File: src/rtl/gdeb_pkg.sv
package gdeb_pkg;

   typedef enum logic {
      GDEB_REG_ENABLE = 1'b0,
      GDEB_REG_WINDOW = 1'b1
   } gdeb_reg_e;

   // Number of real taps that take part in the vote for a requested window.
   function automatic int unsigned gdeb_taps(input int unsigned req,
                                             input int unsigned depth);
      int unsigned kmax;
      kmax = (depth % 2 == 1) ? depth : depth - 1;
      if (req == 0)            return 1;
      else if (req > depth)    return kmax;
      else if (req % 2 == 0)   return req - 1;   // balanced pair cancels
      else                     return req;
   endfunction

endpackage

File: src/rtl/gdeb_sync.sv
module gdeb_sync #(
   parameter int W      = 8,
   parameter int STAGES = 2
) (
   input  logic         clk,
   input  logic         rst_n,
   input  logic [W-1:0] d,
   output logic [W-1:0] q
);
   generate
      if (STAGES < 2) begin : g_bad
         $error("gdeb_sync: STAGES must be at least 2");
      end
   endgenerate

   logic [STAGES-1:0][W-1:0] chain_q;

   always_ff @(posedge clk or negedge rst_n) begin
      if (!rst_n) begin
         chain_q <= '0;
      end else begin
         chain_q[0] <= d;
         for (int s = 1; s < STAGES; s++) chain_q[s] <= chain_q[s-1];
      end
   end

   assign q = chain_q[STAGES-1];
endmodule

File: src/rtl/gdeb_tick.sv
module gdeb_tick #(
   parameter int DIV = 2_000_000
) (
   input  logic clk,
   input  logic rst_n,
   output logic tick
);
   localparam int CW = (DIV > 2) ? $clog2(DIV) : 1;

   generate
      if (DIV < 2) begin : g_bad
         $error("gdeb_tick: DIV must be at least 2");
      end
   endgenerate

   logic [CW-1:0] cnt_q;

   assign tick = (cnt_q == CW'(DIV - 1));

   always_ff @(posedge clk or negedge rst_n) begin
      if (!rst_n)    cnt_q <= '0;
      else if (tick) cnt_q <= '0;
      else           cnt_q <= cnt_q + 1'b1;
   end
endmodule

File: src/rtl/gdeb_line.sv
module gdeb_line #(
   parameter int DEPTH = 16,
   parameter int CNT_W = $clog2(DEPTH + 1)
) (
   input  logic             clk,
   input  logic             rst_n,
   input  logic             shift,
   input  logic             sample,
   input  logic [CNT_W-1:0] taps,
   output logic [DEPTH-1:0] hist,
   output logic             vote
);
   logic [DEPTH-1:0] hist_q;
   logic [CNT_W-1:0] ones;

   always_ff @(posedge clk or negedge rst_n) begin
      if (!rst_n)     hist_q <= '0;
      else if (shift) hist_q <= {hist_q[DEPTH-2:0], sample};
   end

   always_comb begin
      ones = '0;
      for (int i = 0; i < DEPTH; i++) begin
         if (CNT_W'(i) < taps) ones = ones + CNT_W'(hist_q[i]);
      end
   end

   assign vote = ({ones, 1'b0} > {1'b0, taps});
   assign hist = hist_q;
endmodule

File: src/rtl/gdeb_majority_debouncer.sv
module gdeb_majority_debouncer #(
   parameter int LINES   = 8,
   parameter int DEPTH   = 16,
   parameter int DIV     = 2_000_000,
   parameter int DATA_W  = 8,
   parameter int DEF_WIN = 5
) (
   input  logic              clk,
   input  logic              rst_n,
   input  logic [LINES-1:0]  pin_in,
   input  logic              wr_en,
   input  logic              wr_addr,
   input  logic [DATA_W-1:0] wr_data,
   output logic [LINES-1:0]  deb_out
);
   import gdeb_pkg::*;

   localparam int WIN_W = $clog2(DEPTH + 1);
   localparam int CNT_W = $clog2(DEPTH + 1);

   generate
      if (LINES < 1)       begin : g_bad_lines $error("LINES must be positive"); end
      if (DEPTH < 3)       begin : g_bad_depth $error("DEPTH must be at least 3"); end
      if (DATA_W < WIN_W)  begin : g_bad_data  $error("DATA_W too narrow for window"); end
   endgenerate

   logic [LINES-1:0]       sync_lvl;
   logic                   tick;
   logic                   en_q;
   logic [WIN_W-1:0]       win_q;
   logic [CNT_W-1:0]       taps;
   logic [LINES-1:0]       vote_vec;
   logic [LINES*DEPTH-1:0] hist_flat;
   logic                   shift;

   gdeb_sync #(.W(LINES), .STAGES(2)) u_sync (
      .clk(clk), .rst_n(rst_n), .d(pin_in), .q(sync_lvl));

   gdeb_tick #(.DIV(DIV)) u_tick (
      .clk(clk), .rst_n(rst_n), .tick(tick));

   always_ff @(posedge clk or negedge rst_n) begin
      if (!rst_n) begin
         en_q  <= 1'b0;
         win_q <= WIN_W'(DEF_WIN);
      end else if (wr_en) begin
         case (gdeb_reg_e'(wr_addr))
            GDEB_REG_ENABLE: en_q  <= wr_data[0];
            GDEB_REG_WINDOW: win_q <= wr_data[WIN_W-1:0];
            default: ;
         endcase
      end
   end

   assign taps  = CNT_W'(gdeb_taps(int'(win_q), DEPTH));
   assign shift = tick & en_q;

   for (genvar l = 0; l < LINES; l++) begin : g_line
      gdeb_line #(.DEPTH(DEPTH), .CNT_W(CNT_W)) u_line (
         .clk    (clk),
         .rst_n  (rst_n),
         .shift  (shift),
         .sample (sync_lvl[l]),
         .taps   (taps),
         .hist   (hist_flat[l*DEPTH +: DEPTH]),
         .vote   (vote_vec[l]));
   end

   always_ff @(posedge clk or negedge rst_n) begin
      if (!rst_n)    deb_out <= '0;
      else if (en_q) deb_out <= vote_vec;
      else           deb_out <= sync_lvl;
   end
endmodule

File: config.mk
export PLATFORM = sky130hd
export DESIGN_NAME = gdeb_majority_debouncer
export DESIGN_NICKNAME = d
export VERILOG_FILES = /design/src/rtl/gdeb_pkg.sv /design/src/rtl/gdeb_sync.sv /design/src/rtl/gdeb_tick.sv /design/src/rtl/gdeb_line.sv /design/src/rtl/gdeb_majority_debouncer.sv
export SDC_FILE = /design/constraint.sdc
export NUM_CORES = 1
export LEC_CHECK = 0
export BUFFER_PORTS_ARGS = -buffer_cell sky130_fd_sc_hd__buf_2
export CORE_MARGIN = 8
export CORE_UTILIZATION = 30
export CTS_BUF_LIST = sky130_fd_sc_hd__clkbuf_16
export DETAILED_ROUTE_END_ITERATION = 6
export HOLD_SLACK_MARGIN = 0.05
export SETUP_SLACK_MARGIN = 0.4
export SLEW_MARGIN = 20
export SYNTH_ARGS = -nofsm -noshare
export SYNTH_HDL_FRONTEND = slang
export SYNTH_SLANG_ARGS = --single-unit
File: constraint.sdc
create_clock -name clk -period 14.4 [get_ports clk]
set_input_delay 0.72 -clock clk [delete_from_list [all_inputs] [get_ports clk]]
set_output_delay 0.72 -clock clk [all_outputs]
set_load 0.005 [all_outputs]
[Word level (Yosys, flattened, before mapping)]
Index checks and enable logic that the tools add are counted.
Word-level totals
  bits in registers: 179
  input bits: 20
  output and inout bits: 8
  word-level logic and storage cells: 301
Operators by class
  $add $sub $neg: 122
  order comparisons: 25
  equality and inequality tests: 1
  mux-type cells: 133
  bitwise gates (word level): 2
  reductions and logical operators: 4
Operators with widths (number)
  $mux 5: 123
  $add 5x1->5: 112
  $gt 6x5->1: 8
  $lt 4x5->1 const A: 8
  $logic_not 32->1: 1
  $add 21x1->21 const B: 1
  $eq 21x21->1 const B: 1
  $mux 21: 1
  $lt 3x5->1 const A: 4
  $add 1x1->2: 8
  $lt 1x5->1 const A: 2
  $lt 2x5->1 const A: 2
  $mux 1: 8
  $mux 8: 1
  $gt 5x5->1 const B: 1
  $logic_not 5->1: 1
  $sub 5x1->5 const B: 1
  $reduce_and 2->1: 2
  $and 1x1->1: 1
  $not 1->1: 1

[Depth between registers and ports, before layout]
Gate-level depths: netlist of run 1.
  depth in word-level cells: 38
  depth in mapped cells: 64

[By module]
A second synthesis of run 1 with hierarchy kept.
Second synthesis, totals
  cell total of the unflattened synthesis: 3012
  area, all modules: 26035.0 sq um
By module, submodules not included
  gdeb_line: times used 8, cells an instance 355, area each 2985.4 sq um, sequential area each 400.4 sq um
  gdeb_tick: times used 1, cells an instance 94, area each 1011.0 sq um, sequential area each 525.5 sq um
  gdeb_majority_debouncer: times used 1, cells an instance 54, area each 680.7 sq um, sequential area each 352.8 sq um
  gdeb_sync: times used 1, cells an instance 24, area each 460.4 sq um, sequential area each 400.4 sq um

[Worst setup path after synthesis of run 1]
Ideal clock, no wire load.
  path kind: register to register
  start point: reg win_q[0]
  end point: reg deb_out[5]
  library setup time: 0.126 ns
  arrival: 10.676 ns
  required time: 14.274 ns
  slack: 3.598 ns
  stages on the path, launching flop included: 62
  period minus slack after synthesis: 10.802 ns
  cells stage by stage: dfstp_2 -> inv_1 -> ha_1 -> or4b_1 -> o21ai_2 -> a22oi_2 -> buf_4 -> buf_6 -> buf_2 -> buf_1 -> nand2_1 -> clkbuf_1 -> nand2_1 -> nand2_1 -> ha_1 -> nand2_1 -> nand2_1 -> ha_1 -> (+26 left out) -> ha_1 -> nand2_1 -> o21ai_0 -> ha_1 -> nand2_1 -> nand2_1 -> ha_1 -> nand2_1 -> nand2_1 -> ha_1 -> nor2_1 -> a31oi_1 -> ha_1 -> o2111ai_1 -> a21oi_1 -> a211oi_1 -> a21oi_1 -> o32a_1
Between the ends
  longest elaborated chain between the ends: 38
RTL lines
  from (decl): line gdeb_majority_debouncer.sv:30  | logic [WIN_W-1:0] win_q;
  from (signal assigned): line gdeb_majority_debouncer.sv:45  | win_q <= WIN_W'(DEF_WIN);
  from (signal assigned): line gdeb_majority_debouncer.sv:49  | GDEB_REG_WINDOW: win_q <= wr_data[WIN_W-1:0];
  $sub 5x1->5 or $logic_not 32->1 (tied branches): line gdeb_pkg.sv:15  | else if (req % 2 == 0) return req - 1;
  $mux 5: line gdeb_pkg.sv:15
  $mux 5: line gdeb_pkg.sv:14  | else if (req > depth) return kmax;
  $mux 5 *: line gdeb_pkg.sv:13  | if (req == 0) return 1;
  $lt 1x5->1: line gdeb_line.sv:24  | if (CNT_W'(i) < taps) ones = ones + CNT_W'(hist_q[i]);
  $mux 1: line gdeb_line.sv:24
  $add 1x1->2: line gdeb_line.sv:24
  $mux 5: line gdeb_line.sv:24
  (+22 left out)
  $add 5x1->5: line gdeb_line.sv:24
  $mux 5: line gdeb_line.sv:24
  $add 5x1->5: line gdeb_line.sv:24
  $mux 5: line gdeb_line.sv:24
  $add 5x1->5: line gdeb_line.sv:24
  $mux 5: line gdeb_line.sv:24
  $gt 6x5->1 *: line gdeb_line.sv:28  | assign vote = ({ones, 1'b0} > {1'b0, taps});
  $mux 8 *: line gdeb_majority_debouncer.sv:71  | else if (en_q) deb_out <= vote_vec;
  to (signal assigned): line gdeb_majority_debouncer.sv:71
  to (signal assigned): line gdeb_majority_debouncer.sv:72  | else deb_out <= sync_lvl;
  to (decl): line gdeb_majority_debouncer.sv:14  | output logic [LINES-1:0] deb_out
Every way passes the cells marked *; elsewhere a longest branch is shown, timed or not.
A chain may end at the register's enable or synchronous reset.

[Worst setup path in the final report of run 1]
  start point: reg win_q[0]
  end point: reg deb_out[1]
The elaborated chain is that of the path after synthesis.

==> metrics.md, run 1 <==
| Metric | Value |
|---|---|
| Status | complete, no violations |
| Hpwl dp | 36,700 µm |
| Die Y | 279 µm |
| Final critical-path share of the clock period | 81.3% |
| IR drop worst, VDD | 0.0926 mV |
| # hold bufs at CTS | 0 |
| Unrepaired setup endpoints after global routing | no |
| Ports | 28 |
| Yosys top cell area share | 21.4% |
| Synthesized area per cell | 8.42 µm² |
| Drc violations | 0 |
| Hold WC Path Type | in -> async |
| Post-synthesis sequential area ratio | 21.7% |
| Most Frequent Cell on Critical Path | ha_1 |
| Remaining global-route overflow | 0 |
| Slowest-stage cell, CP | dfstp_2 |
| Final setup vio count | 0 |
| Slew headroom | between 30% and 40% |
| Flops & latches, synth | 179 |
| Layout cells sized above 1 | 12.5% |
| Global-route usage over all layers | 13.3% |
| DR WL/cell | 15.4 µm |
| Post-cts repair resize count | 0 |
| IO Port Bufs | 24 |
| Number of synthesized flops with an enable pin | 0 |
| Final #Nets | 2,689 |
| Die area | between 0.07 and 0.08 mm² |
| Worst Setup End Kind | register |
| Crit path DAT | ~12,000 ps |
| Peak Freq | 85.4 MHz |
| CP peak stage delay | 610 ps |
| CTS Buffer Depth | 2 |
| Largest net degree at the start of global routing | 101 |
| Met3 wire length | 1690 µm |
| Vias in the first global route | 16,700 |
| WP data required | 14,810 ps |
| Multi-input logic area | ~0.016 mm² |
| Core Rows | 96 |
| Core Region | between 0.06 and 0.07 mm² |
| Fin area | 0.0224 mm² |
| First-pass GRT wire length | 85,700 µm |
| Initial Utilization | about 30% |
| Netlist cell types | 107 |
| FF+latch area | 0.00448 mm² |
| Yosys top cell by area | dfrtp_1 |
| Async set-reset flop share out of synthesis | 100% |
| Synth cell count leaders | nand2_1, ha_1, nor2_1, dfrtp_1, xnor2_1 |
| Layout Skew | 16.5 ps |
| Total number of vias | 17,500 |
| Crit-path max FO | 20 |
| Synthesized cell area | 0.0207 mm² |
| Setup TNS | 0 ps |
| Post-CTS Setup Bufs | 0 |
| Vias per inst | 5.28 |
| Remaining antenna violation count after routing | 0 |
| Initial antenna violation count | 0 |
| P&R area growth vs syn | 8.13% |
| Area after DPL | 0.0218 mm² |
| Count leader, synth | nand2_1 |
| P per Cell Area | 92.0 mW/mm² |
| Routability cong. | 0.818 |
| Startpoint Class | register |
| CTS root buf | clkbuf_16 |
| Drt first-iter violations | around 950 |
| Met2 WL | between 20,000 and 25,000 µm |
| DR top layer | met4 |
| Ys Warns | 0 |
| Clock Sinks | 179 |
| Clock period minus worst slack | 11,710 ps |
| Wl on met1 | 24,000 µm |
| Endpoints failing hold | 0 |
| Clock Latency Late Sink | 500 ps |
| Worst-margin pin slew | 958 ps |
| Reg clk slew, reported paths | 80 ps |
| Fillers | 7,178 |
| Mapped Cells | between 2,000 and 2,500 |
| Kind of critical path | reg -> reg |
| Num CTS Buffers | 17 |
| Ant diodes | 0 |
| Final Slew Violations | 0 |
| DRT Pass-1 Iters | 6 |
| Syn nets | ~2,700 |
| Top cells by area, synth | dfrtp_1, ha_1, mux2_2 |
| Static Leak | about 11 nW |
| H-tree depth | 4 |
| Ys flop type | dfrtp_1 |
| Die Span X | 279 µm |
| CTS tree | done |
| Routed WL | 51,200 µm |
| Maxcap violations | 0 |
[critical path: cells and delay by family (launching register included)]
kind / cells / cell delay [ps]
AO/OA/AOI/OAI: 11 / 1450
XOR/XNOR: 1 / 160
AND/OR/NAND/NOR: 24 / 3180
flip-flops: 1 / 610
buffers and inverters: 6 / 980
multiplexers: 1 / 300
adder cells (fa/ha/maj): 17 / 4960
[cells by family (layout without fill, tap and decap cells)]
group / after synthesis / count (layout) / share of synthesized area, %
simple gates: 957 / 957 / 22.0
compound gates: 483 / 483 / 15.4
fa+ha+maj: 253 / 253 / 15.3
xor+xnor: 248 / 248 / 12.6
mux: 185 / 185 / 9.96
flops: 179 / 179 / 21.7
buf+inv: 153 / 126 / 3.13
[cells in the final DEF (no fill, tap or decap), types with 15 or more instances in the layout]
cell type	instances
o21ai_1	15
xor2_1	51
o211ai_1	24
nand3_1	94
and2_1	38
nand4_1	61
clkbuf_16	17
xnor2_1	161
nand2b_1	21
a31oi_1	44
inv_1	39
o21ai_0	112
dfrtp_1	177
a21oi_1	90
ha_1	251
mux2i_1	35
buf_2	23
nand2_1	329
buf_4	30
mux2_2	147
o21a_1	29
xnor3_1	18
a21o_1	22
nor3_1	46
and3_1	28
nor2_1	225
a211oi_1	15
nor2b_1	16
[state kept, by name, summed over array words and instances (netlist names)]
| name | count |
|---|---|
| u_tick.cnt_q | 21 |
| u_sync.chain_q | 8 |
| u_sync.q | 8 |
| deb_out | 8 |
| g_line.u_line.hist | 128 |
| win_q | 5 |
| en_q | 1 |
[per-stage QoR]
step / total power [mW] / hold WS [ps] / utilization, % / setup slack (ps) / instances
after CTS: 2.09 / 240 / 32.7 / 2680 / 3313
final: 2.06 / 222 / 32.7 / 2690 / 3313
after floorplan: 1.32 / 331 / - / 3600 / 2458
after global routing: 2.26 / 248 / 32.7 / 1710 / 3313
after detailed placement: 1.59 / 339 / 31.8 / 2750 / 3281
after global placement: 1.58 / 333 / 31.8 / 2850 / 3281
[worst paths after layout]
kind,startpoint,end,slack [ps],cells past startpoint
max,win_q[0],deb_out[1],2690,60
min,rst_n,u_tick.cnt_q[13],220,1
max reg2reg,win_q[0],deb_out[1],2690,60
min reg2reg,u_sync.chain_q[6],u_sync.q[6],350,0
max in group asynchronous,rst_n,g_line[3].u_line.hist[11],12290,3
min in group clk,pin_in[4],u_sync.chain_q[4],320,1
[cell type report]
| cell class | count | area share [%] |
|---|---|---|
| Multi-Input combinational cell | 2126 | 70.1 |
| Sequential cell | 179 | 20.0 |
| Tap cell | 882 | 4.93 |
| Clock buffer | 17 | 1.90 |
| Timing Repair Buffer | 55 | 1.67 |
| Clock inverter | 15 | 0.738 |
| Inverter | 39 | 0.654 |
[power by group]
group	switching (mW)	total (mW)	internal, mW
registers	0.0118	0.524	0.512
clock network	0.245	0.477	0.232
logic	0.696	1.06	0.361
[per-layer routing]
metal	vias up	track usage, %
met4	0	4.06
met3	52	2.10
met2	252	22.9
met1	8339	17.1
met5	-	0
li1	8847	-
No activity file was read; power rests on OpenSTA's default activity.
==> run 2, diff against run 1 <==
--- a/config.mk
+++ b/config.mk
@@ -5,6 +5,7 @@
 export SDC_FILE = /design/constraint.sdc
 export NUM_CORES = 1
 export LEC_CHECK = 0
+export ABC_AREA = 1
 export BUFFER_PORTS_ARGS = -buffer_cell sky130_fd_sc_hd__buf_2
 export CORE_MARGIN = 8
 export CORE_UTILIZATION = 30
==> constraint.sdc (replaced) <==
create_clock -name clk -period 10.6 [get_ports clk]
set_input_delay 0.53 -clock clk [delete_from_list [all_inputs] [get_ports clk]]
set_output_delay 0.53 -clock clk [all_outputs]
set_load 0.005 [all_outputs]
==> run 2 against run 1 <==
- clock power grew 46%
- critical path depth grew 3
- maximum frequency grew 22%
- first-iteration DRC count shrank 37%
- largest cell class unchanged
==> metrics.md, run 2 <==
| Metric | Value |
|---|---|
| Status | complete, no violations |
| Proportion of synthesized area in mux cells | 7.20% |
| Unrepaired setup endpoints after global routing | yes |
| Clock period minus worst slack | 9590 ps |
| Slowest-stage cell, CP | dfstp_2 |
| Kind of critical path | reg -> reg |
| Initial Utilization | 30.3% |
| Post-Synth XOR/XNOR Area | 1.21% |
| Hold WC Path Type | in -> async |
| Reg clk slew, reported paths | roughly 90 ps |
| Netlist cell types | 51 |
| Die area | about 0.075 mm² |
| Async set-reset flop share out of synthesis | 100% |
| Largest register FFs | 128 |
| DR WL/cell | 10.5 µm |
| CTS Buffer Depth | 2 |
| Drt first-iter violations | approximately 600 |
| Startpoint Class | register |
| Num CTS Buffers | 17 |
| DRT Pass-1 Iters | 5 |
| Final setup vio count | 0 |
| P&R area growth vs syn | 13.5% |
| Crit path DAT | 10,000 ps |
| Ys flop type | dfrtp_1 |
| Most Frequent Cell on Critical Path | nor2_1 |
| Yosys top cell by area | dfrtp_1 |
| Post-Synth Adder-Cell Area | 15.7% |
| Compound-Gate Fraction of Synth Area | a little over 6% |
| Number of synthesized flops with an enable pin | 0 |
| P per Cell Area | 104 mW/mm² |
| Clock Latency Late Sink | between 400 and 500 ps |
| Endpoints failing hold | 0 |
| Initial antenna violation count | 2 |
| Die Y | 274 µm |
| Fin area | 0.0227 mm² |
| Largest net degree at the start of global routing | 108 |
| Global-route usage over all layers | 11.1% |
| CP peak stage delay | 570 ps |
| IR drop worst, VDD | 0.119 mV |
| Synth cell count leaders | nand2_1, inv_1, nor2_1, nand3_1, ha_1 |
| WP data required | 11,010 ps |
| Yosys top cell area share | 22.2% |
| Layout Skew | 17.5 ps |
| Flops & latches, synth | 179 |
| Peak Freq | 104 MHz |
| Most frequent cells in the layout | nand2_1, inv_1, nand3_1 |
| Final Slew Violations | 0 |
| IO Port Bufs | 24 |
| Most common cell after layout, fill and taps aside | nand2_1 |
| Remaining global-route overflow | 0 |
| Maxcap violations | 0 |
| Worst-margin pin slew | 1070 ps |
| Core Rows | 94 |
| Routed WL | 40,400 µm |
| CTS tree | done |
| Placed cells | 3,773 |
| CTS root buf | clkbuf_16 |
| Crit-path max FO | 7 |
| Fillers | 7,141 |
| Synthesized area per cell | 6.82 µm² |
| Fin util | between 30% and 40% |
| Remaining antenna violation count after routing | 0 |
| Top cells by area, synth | dfrtp_1, ha_1, nand2_1 |
| Layout cells sized above 1 | 17.7% |
| Area after DPL | 0.0211 mm² |
| Static Leak | approximately 13 nW |
| Total number of vias | ~18,000 |
| Ports | 28 |
| Routability cong. | just under 0.8 |
| Finished Layout Cells | 3,831 |
| Syn nets | 3,203 |
| Count leader, synth | nand2_1 |
| Worst Setup End Kind | register |
| Slew headroom | 28.7% |
| Hpwl dp | 31,000 µm |
| Final #Nets | 3,225 |
| Synthesized cell area | ~0.020 mm² |
| Simple-gate share of the synthesized area | 37.8% |
| Vias in the first global route | around 17,000 |
| Ys Warns | 0 |
| Final critical-path share of the clock period | 90.5% |
| Mapped Cells | about 2,900 |
| Ant diodes | 0 |
| Drc violations | 0 |
| Core Region | 0.0659 mm² |
| Main combinational cell family by area after synthesis | simple AND/OR/NAND/NOR gates |
| H-tree depth | 4 |
| Setup TNS | 0 ps |
| # hold bufs at CTS | 0 |
| First-pass GRT wire length | 71,800 µm |
| Vias per inst | 4.66 |
| Clock Sinks | 179 |
| Die Span X | around 270 µm |
| Post-synthesis sequential area ratio | between 20 and 25% |
==> run 2: cell count changes after synthesis, sizes merged, moves of 84 or more <==
cell,previous run,this run
nand2,331,856
inv,39,418
nand3,94,326
xnor2,169,15
nand3b,3,102
nor2,229,313
==> run 2: worst paths after layout <==
check                                             to  cells past startpoint  slack (ps)         startpoint
min in group clk                   u_sync.chain_q[1]                      1         150          pin_in[1]
max in group asynchronous   g_line[0].u_line.hist[7]                      2        8900              rst_n
max                                       deb_out[6]                     63        1010           win_q[0]
min                        g_line[1].u_line.hist[15]                      1          20              rst_n
min reg2reg                              u_sync.q[7]                      0         350  u_sync.chain_q[7]
max reg2reg                               deb_out[6]                     63        1010           win_q[0]
==> run 2: through the flow <==
stage / power (mW) / hold slack (ps) / setup slack, ps
after floorplan: 1.34 / 234 / 646
after global placement: 1.52 / 334 / 515
after detailed placement: 1.54 / 337 / 420
after CTS: 2.26 / 110 / 417
after global routing: 2.57 / 116 / 268
final: 2.36 / 24.5 / 1010
==> run 2: worst max-delay path: cells and delay by family, from the launching register on <==
family	cells	cell delay [ps]
buf+inv	8	760
compound gates	6	810
fa+ha+maj	17	4580
simple gates	31	2650
xor+xnor	1	120
flops	1	570
==> run 2: kinds of logic (layout without fill, tap and decap cells) <==
| logic type | after synthesis | count (layout) |
|---|---|---|
| buf+inv | 497 | 532 |
| simple gates | 1646 | 1646 |
| xor+xnor | 25 | 25 |
| compound gates | 206 | 206 |
| fa+ha+maj | 251 | 251 |
| flops | 179 | 179 |
| mux | 128 | 128 |
==> run 2: repair_timing <==
action	CTS	global route
buffers inserted	0	25
cloned	0	1
pin swaps	0	105
setup endpoints to repair	3	8
resized for setup	3	202
==> run 2: layout make-up <==
class | count | area (µm²) | share of cell area, %
multi-input cells | 2256 | 14300 | 63.0
flip-flops and latches | 179 | 4480 | 19.7
inverters | 420 | 1580 | 6.97
well taps | 864 | 1080 | 4.76
repair buffers | 80 | 599 | 2.64
clock buffers | 17 | 425 | 1.87
clock inverters | 15 | 225 | 0.992
==> run 2: power breakdown <==
group	leakage, nW	total (mW)	switching, mW	internal (mW)
Combinational	10.2	0.953	0.573	0.380
Sequential	2.42	0.704	0.0101	0.694
Clock	0.312	0.698	0.364	0.334
==> run 2: layer usage <==
layer / track usage [%] / wire length (µm) / vias up / part of all wire, %
met3: 1.59 / 685 / 28 / 1.7
li1: - / - / 9573 / -
met2: 21.4 / 20600 / 85 / 51
met4: 2.68 / 641 / 0 / 1.6
met1: 12.7 / 18500 / 8160 / 46
met5: 0 / 0 / - / 0
